**src/rtl/f2i_pkg.sv**
```systemverilog
package f2i_pkg;

  // Target type codes: bit 1 picks the wide target, bit 0 picks unsigned.
  typedef enum logic [1:0] {
    SEL_S32 = 2'd0,
    SEL_U32 = 2'd1,
    SEL_S64 = 2'd2,
    SEL_U64 = 2'd3
  } conv_sel_e;

  // Rounding codes; values 5..7 fall back to truncation.
  typedef enum logic [2:0] {
    RM_NEAR_EVEN = 3'd0,
    RM_ZERO      = 3'd1,
    RM_DOWN      = 3'd2,
    RM_UP        = 3'd3,
    RM_NEAR_MAX  = 3'd4
  } rnd_mode_e;

  typedef struct packed {
    logic invalid;
    logic inexact;
  } flags_t;

endpackage

```
**src/rtl/f2i_unpack.sv**
```systemverilog
// Splits the operand into sign, class and a fixed-point magnitude:
// integer part plus one round bit and one sticky bit.
module f2i_unpack #(
  parameter int EXP_W = 8,
  parameter int MAN_W = 23,
  parameter int OUT_W = 64,
  localparam int FLT_W = EXP_W + MAN_W + 1
) (
  input  logic [FLT_W-1:0] op,
  output logic             neg,
  output logic             is_nan,
  output logic             is_huge,
  output logic [OUT_W-1:0] int_part,
  output logic             rnd_bit,
  output logic             sticky_bit
);

  localparam int BIAS  = (1 << (EXP_W - 1)) - 1;
  localparam int SIG_W = MAN_W + 1;
  localparam int FIX_W = OUT_W + SIG_W;
  localparam int SH_W  = $clog2(OUT_W + 1);

  logic [EXP_W-1:0] exp_f;
  logic [MAN_W-1:0] man_f;
  logic             exp_max;
  logic             exp_zero;
  logic             man_zero;
  logic             tiny;
  logic             in_window;
  logic [SH_W-1:0]  sh;
  logic [FIX_W-1:0] fixed;
  int               unb;

  assign neg      = op[FLT_W-1];
  assign exp_f    = op[FLT_W-2:MAN_W];
  assign man_f    = op[MAN_W-1:0];
  assign exp_max  = &exp_f;
  assign exp_zero = ~|exp_f;
  assign man_zero = ~|man_f;
  assign is_nan   = exp_max & ~man_zero;

  always_comb begin
    unb       = int'(exp_f) - BIAS;
    // below one half: only the sticky information survives
    tiny      = !exp_max && (unb < -1);
    is_huge   = exp_max ? man_zero : (unb >= OUT_W);
    in_window = !exp_max && !tiny && (unb < OUT_W);
    sh        = in_window ? SH_W'(unb + 1) : '0;
    // hidden bit lands on the round position when the shift is zero
    fixed     = {{OUT_W{1'b0}}, 1'b1, man_f} << sh;
  end

  always_comb begin
    if (in_window) begin
      int_part   = fixed[FIX_W-1:SIG_W];
      rnd_bit    = fixed[SIG_W-1];
      sticky_bit = |fixed[SIG_W-2:0];
    end else begin
      int_part   = '0;
      rnd_bit    = 1'b0;
      sticky_bit = tiny & ~(exp_zero & man_zero);
    end
  end

endmodule

```
**src/rtl/f2i_round.sv**
```systemverilog
// Applies the rounding mode to the integer magnitude.
module f2i_round #(
  parameter int OUT_W = 64
) (
  input  logic [2:0]       rm,
  input  logic             neg,
  input  logic [OUT_W-1:0] int_part,
  input  logic             rnd_bit,
  input  logic             sticky_bit,
  output logic [OUT_W:0]   mag,
  output logic             lost
);

  import f2i_pkg::*;

  rnd_mode_e mode;
  logic      bump;

  assign mode = rnd_mode_e'(rm);
  assign lost = rnd_bit | sticky_bit;

  always_comb begin
    case (mode)
      RM_NEAR_EVEN: bump = rnd_bit & (sticky_bit | int_part[0]);
      RM_DOWN:      bump = neg & lost;
      RM_UP:        bump = ~neg & lost;
      RM_NEAR_MAX:  bump = rnd_bit;
      default:      bump = 1'b0;
    endcase
  end

  // one spare bit keeps a carry out of the top for the range check
  assign mag = {1'b0, int_part} + {{OUT_W{1'b0}}, bump};

endmodule

```
**src/rtl/f2i_saturate.sv**
```systemverilog
// Range check against the selected target and final result selection.
module f2i_saturate #(
  parameter int OUT_W    = 64,
  parameter int NARROW_W = 32
) (
  input  logic [1:0]       sel,
  input  logic             neg,
  input  logic             is_nan,
  input  logic             is_huge,
  input  logic [OUT_W:0]   mag,
  input  logic             lost,
  output logic [OUT_W-1:0] value,
  output logic             invalid,
  output logic             inexact
);

  import f2i_pkg::*;

  localparam int PAD_W = OUT_W - NARROW_W + 1;
  localparam logic [OUT_W:0]   ONE    = {{OUT_W{1'b0}}, 1'b1};
  localparam logic [OUT_W-1:0] SMAX_N = {{PAD_W{1'b0}}, {(NARROW_W-1){1'b1}}};
  localparam logic [OUT_W-1:0] SMIN_N = ~SMAX_N;
  localparam logic [OUT_W-1:0] SMAX_W = {1'b0, {(OUT_W-1){1'b1}}};
  localparam logic [OUT_W-1:0] SMIN_W = ~SMAX_W;
  localparam logic [OUT_W:0]   LP_S_N = {1'b0, SMAX_N};
  localparam logic [OUT_W:0]   LN_S_N = LP_S_N + ONE;
  localparam logic [OUT_W:0]   LP_U_N = {{PAD_W{1'b0}}, {NARROW_W{1'b1}}};
  localparam logic [OUT_W:0]   LP_S_W = {1'b0, SMAX_W};
  localparam logic [OUT_W:0]   LN_S_W = LP_S_W + ONE;
  localparam logic [OUT_W:0]   LP_U_W = {1'b0, {OUT_W{1'b1}}};

  conv_sel_e        kind;
  logic [OUT_W:0]   lim_pos;
  logic [OUT_W:0]   lim_neg;
  logic [OUT_W-1:0] sat_max;
  logic [OUT_W-1:0] sat_min;
  logic             uns;
  logic             over_pos;
  logic             over_neg;
  logic [OUT_W-1:0] twos;
  logic [OUT_W-1:0] narrow_val;

  assign kind = conv_sel_e'(sel);
  assign uns  = sel[0];

  always_comb begin
    case (kind)
      SEL_S32: begin lim_pos = LP_S_N; lim_neg = LN_S_N; sat_max = SMAX_N; sat_min = SMIN_N; end
      SEL_U32: begin lim_pos = LP_U_N; lim_neg = '0;     sat_max = '1;     sat_min = '0;     end
      SEL_S64: begin lim_pos = LP_S_W; lim_neg = LN_S_W; sat_max = SMAX_W; sat_min = SMIN_W; end
      default: begin lim_pos = LP_U_W; lim_neg = '0;     sat_max = '1;     sat_min = '0;     end
    endcase
  end

  assign over_pos = ~neg & (is_huge | (mag > lim_pos));
  assign over_neg =  neg & (is_huge | (mag > lim_neg));
  assign invalid  = is_nan | over_pos | over_neg;
  assign inexact  = lost & ~invalid;

  assign twos = neg ? (~mag[OUT_W-1:0] + {{(OUT_W-1){1'b0}}, 1'b1}) : mag[OUT_W-1:0];

  generate
    if (NARROW_W < OUT_W) begin : g_ext
      assign narrow_val = {{(OUT_W-NARROW_W){twos[NARROW_W-1]}}, twos[NARROW_W-1:0]};
    end else begin : g_flat
      assign narrow_val = twos;
    end
  endgenerate

  always_comb begin
    if (is_nan)        value = uns ? '1 : sat_max;
    else if (over_pos) value = sat_max;
    else if (over_neg) value = sat_min;
    else if (sel[1])   value = twos;
    else               value = narrow_val;
  end

endmodule

```
**src/rtl/f2i_conv.sv**
```systemverilog
// Top: unpack -> round -> saturate, one output register.
module f2i_conv #(
  parameter int EXP_W    = 8,
  parameter int MAN_W    = 23,
  parameter int OUT_W    = 64,
  parameter int NARROW_W = 32,
  localparam int FLT_W   = EXP_W + MAN_W + 1
) (
  input  logic             clk,
  input  logic             rst,
  input  logic [FLT_W-1:0] op_in,
  input  logic [1:0]       sel_in,
  input  logic [2:0]       rm_in,
  output logic [OUT_W-1:0] res_out,
  output logic             inv_out,
  output logic             inx_out
);

  import f2i_pkg::*;

  logic             neg;
  logic             is_nan;
  logic             is_huge;
  logic [OUT_W-1:0] int_part;
  logic             rnd_bit;
  logic             sticky_bit;
  logic [OUT_W:0]   mag;
  logic             lost;
  logic [OUT_W-1:0] value;
  flags_t           flg;

  f2i_unpack #(.EXP_W(EXP_W), .MAN_W(MAN_W), .OUT_W(OUT_W)) unpack_i (
    .op         (op_in),
    .neg        (neg),
    .is_nan     (is_nan),
    .is_huge    (is_huge),
    .int_part   (int_part),
    .rnd_bit    (rnd_bit),
    .sticky_bit (sticky_bit)
  );

  f2i_round #(.OUT_W(OUT_W)) round_i (
    .rm         (rm_in),
    .neg        (neg),
    .int_part   (int_part),
    .rnd_bit    (rnd_bit),
    .sticky_bit (sticky_bit),
    .mag        (mag),
    .lost       (lost)
  );

  f2i_saturate #(.OUT_W(OUT_W), .NARROW_W(NARROW_W)) sat_i (
    .sel        (sel_in),
    .neg        (neg),
    .is_nan     (is_nan),
    .is_huge    (is_huge),
    .mag        (mag),
    .lost       (lost),
    .value      (value),
    .invalid    (flg.invalid),
    .inexact    (flg.inexact)
  );

  always_ff @(posedge clk) begin
    if (rst) begin
      res_out <= '0;
      inv_out <= 1'b0;
      inx_out <= 1'b0;
    end else begin
      res_out <= value;
      inv_out <= flg.invalid;
      inx_out <= flg.inexact;
    end
  end

endmodule

```
**config.mk**
```make
export PLATFORM = sky130hd
export DESIGN_NAME = f2i_conv
export DESIGN_NICKNAME = d
export VERILOG_FILES = /design/src/rtl/f2i_pkg.sv /design/src/rtl/f2i_unpack.sv /design/src/rtl/f2i_round.sv /design/src/rtl/f2i_saturate.sv /design/src/rtl/f2i_conv.sv
export SDC_FILE = /design/constraint.sdc
export NUM_CORES = 1
export LEC_CHECK = 0
export ABC_AREA = 1
export BUFFER_PORTS_ARGS = -buffer_cell sky130_fd_sc_hd__buf_2
export CORE_ASPECT_RATIO = 0.9
export CORE_MARGIN = 3
export CORE_UTILIZATION = 50
export CTS_CLUSTER_DIAMETER = 150
export DETAILED_ROUTE_END_ITERATION = 16
export PLACE_DENSITY = 0.69
export SLEW_MARGIN = 0
export SYNTH_ARGS = -nofsm -noshare
export SYNTH_HDL_FRONTEND = slang
export SYNTH_HIERARCHICAL = 1
export SYNTH_SLANG_ARGS = --single-unit
export TNS_END_PERCENT = 20
```
**constraint.sdc**
```tcl
create_clock -name clk -period 7.4 [get_ports clk]
set_input_delay 0.74 -clock clk [delete_from_list [all_inputs] [get_ports clk]]
set_output_delay 0.74 -clock clk [all_outputs]
set_load 0.03 [all_outputs]
```
==> impl_metrics.csv <==
group,metric,value,unit
cts,htreeDepth,3,
cts,clock_path_buffers,2,
cts,cts.clk_slew.worst_paths,0.05,ns
detailed_routing,drtPass1Iterations,6,
logic_synthesis,synth_edf_count,0,
critical_path,cp-end-kind,"flip-flop",
global_route,grt_usage,36.6,%
critical_path,critical-path-slowest-cell,"a21oi_4",
critical_path,crit_required,7.56,ns
cts,cts_buffers,9,
detailed_routing,drtIter0Drc,2288,
global_route,use_met2,50.9,%
critical_path,critPathLaunch,"op_in[24]",
cells_and_area,num-nets-final,2447,
floorplan,core_area,22700,um2
worst_hold_path,hp-class,"in -> reg",
power,p_int,1.13,mW
sta,final_max_slew_viol_count,0,
power,seq_power_share,18.7,%
sta,timing.final.crit_share,95.4,%
critical_path,critical_path.max_fanout,29,
global_route,grt_max_degree,73,
outcome,outcome,"finished, final reports clean",
logic_synthesis,yosysWarningCount,6,
place,numPortBuffers,104,
sta,finalHoldViolations,0,
detailed_routing,wl_per_cell,18.3,um
power,swShare,49.0,%
power,p_leak,7.00,nW
global_route,antenna_found_initial,0,
floorplan,die-width,167,um
critical_path,arrival,7.21,ns
sta,finalSetupViolations,0,
logic_synthesis,async_flop_share,0,%
logic_synthesis,synth_top_area_share,25.6,%
cells_and_area,drive_gt1_share,16.4,%
cells_and_area,area_growth,17.3,%
logic_synthesis,ys.flop_type,"dfxtp_1",
cts,cts_tree,"built",
logic_synthesis,ys_ff_latch,66,
cells_and_area,fin_util,60.2,%
critical_path,timing.critical_path.mode_cell,"nand2_1",
floorplan,die_h,151,um
cts,numClockSinks,66,
logic_synthesis,syn_inst,2279,
detailed_routing,drtAntennaViolNets,0,
job,drv_cap,0,
logic_synthesis,yosysTopAreaCell,"nand2_1",
detailed_routing,drc,0,
sta,fin_tns_setup,0,ns
sta,fmax,142,MHz
cells_and_area,antenna_cells,0,
detailed_routing,vias_per_cell,5.78,
power,ir_worst_vdd,0.251,mV
critical_path,startpoint_type,"input pin",
floorplan,dieArea,25200,um2
sta,max_slew_margin,30.7,%
worst_hold_path,hp-start,"sel_in[0]",
place,place_congestion,1.15,
power,comb_power_share,60.4,%
cts,cts-root-buf,"clkbuf_16",
logic_synthesis,ys_seq_area_share,11.3,%
floorplan,pin_count,105,
sta,min_period,7.06,ns
logic_synthesis,ys_types,51,
power,p_clk_share,21.0,%
logic_synthesis,syn_avg_cell_area,5.11,um2
detailed_routing,vias,15600,
sta,worst_pin_slew,1.04,ns
place,dp_hpwl,39.4,mm
logic_synthesis,synth.net_count,2329,
global_route,grtUsageMet3,14.9,%
cts,cts_hold_buf,0,
detailed_routing,drt-total-wl,49.4,mm
power,power.density,162,nW/um2
floorplan,placementRows,52,
logic_synthesis,ys_top_cells_by_area,"nand2_1 26%, nor2_1 12%, dfxtp_1 11%",
power,switchingPower,1.09,mW
global_route,grt.busiest_layer,"met1",
global_route,grt_overflow,0,
global_route,grt_pass1_wl,73.4,mm
critical_path,worst-setup-path-type,"in -> reg",
critical_path,cp_slowest_stage_delay,0.34,ns
floorplan,start_util,51.3,%
global_route,gr-usage-met1,51.3,%
logic_synthesis,netlist_area,11600,um2
global_route,first_global_vias,13400,
-- synth_stat cells (all sizes together) (2+ instances only) --
| cell | number |
|---|---|
| nor2 | 404 |
| nor3 | 15 |
| o22ai | 24 |
| dfxtp | 66 |
| inv | 256 |
| o21ai | 112 |
| nor3b | 2 |
| buf | 71 |
| nand3 | 255 |
| o21a | 2 |
| nand3b | 13 |
| xnor2 | 31 |
| ha | 11 |
| clkinv | 5 |
| nor4 | 7 |
| and2 | 7 |
| clkbuf | 25 |
| xor2 | 34 |
| a21oi | 16 |
| a31oi | 7 |
| o211ai | 2 |
| o32ai | 5 |
| or2 | 4 |
| nand2 | 819 |
| nand4 | 82 |
-- cells in the final DEF, fill, tap and decap left out, types with 11 or more instances in the layout --
cell       instances
a21oi_1           15
buf_2            104
buf_4             80
clkbuf_16         11
dfxtp_1           66
inv_1            250
nand2_1          777
nand2_2           30
nand3_1          212
nand3_2           38
nand3b_1          13
nand4_1           82
nor2_1           360
nor2_2            31
nor2_4            13
nor3_1            11
o21ai_0           59
o21ai_1           49
o22ai_1           24
xnor2_1           19
xnor2_2           12
xor2_1            30
-- power groups by stage --
stage / clock network [mW] / registers (mW) / logic, mW
floorplan: 0 / 0.516 / 0.769
global placement: 0 / 0.419 / 1.21
detailed placement: 0 / 0.421 / 1.21
CTS: 0.475 / 0.414 / 1.22
global route: 0.487 / 0.418 / 1.44
finish: 0.465 / 0.413 / 1.34
-- metrics by stage --
| step | instances | instance area (um2) | power, mW | hold slack (ns) | worst slack (ns) |
|---|---|---|---|---|---|
| finish | 2699 | 13700 | 2.22 | 0.866 | 0.344 |
| global route | 2699 | 13700 | 2.34 | 0.897 | -0.0397 |
| global placement | 2667 | 12700 | 1.63 | 1.17 | -0.230 |
| floorplan | 2279 | 11600 | 1.28 | 0.958 | 1.18 |
| detailed placement | 2667 | 12700 | 1.63 | 1.17 | -0.278 |
| CTS | 2683 | 13000 | 2.11 | 0.835 | 0.0259 |
-- final timing paths --
check	slack (ns)	cells after the start	endpoint
worst max-delay path	0.34	51	res_out[23]
worst min-delay path	0.87	5	res_out[63]
-- repair_timing --
action / CTS / global route
endpoints found under the setup margin: 0 / 66
buffers inserted: 0 / 9
endpoints found under the hold margin: 0 / 0
gates resized for setup: 0 / 111
-- state kept, by name (all words and copies together) (netlist names) --
register  flops
inx_out       1
res_out      64
inv_out       1
-- layer usage --
layer | part of all wire (%) | wire [um]
met1 | 42 | 20800
met2 | 38 | 19000
met3 | 16 | 8060
met4 | 3.0 | 1500
met5 | 0 | 0
-- area by class of cell --
class | count | area [um2]
fillers | 2313 | 9040
flip-flops and latches | 66 | 1320
clock inverters | 4 | 72.6
repair buffers | 199 | 1400
inverters | 261 | 1010
clock buffers | 12 | 267
well taps | 297 | 372
multi-input cells | 1860 | 9230
-- cells by family (layout without fill, tap and decap cells) --
group,count (synthesis),in the layout,synth area share [%]
multiplexers,1,1,0.0859
AO/OA/AOI/OAI,171,171,8.21
adder cells (fa/ha/maj),11,11,1.18
flip-flops,66,66,11.3
XOR/XNOR,65,65,4.95
AND/OR/NAND/NOR,1608,1612,60.4
buffers and inverters,357,476,13.8
-- worst max-delay path: cells and delay by family --
| family | cells | cell delay, ns |
|---|---|---|
| AO/OA/AOI/OAI | 4 | 0.67 |
| adder cells (fa/ha/maj) | 3 | 0.79 |
| buffers and inverters | 8 | 0.89 |
| AND/OR/NAND/NOR | 36 | 4.06 |
Power figures use the tool's default switching activity.
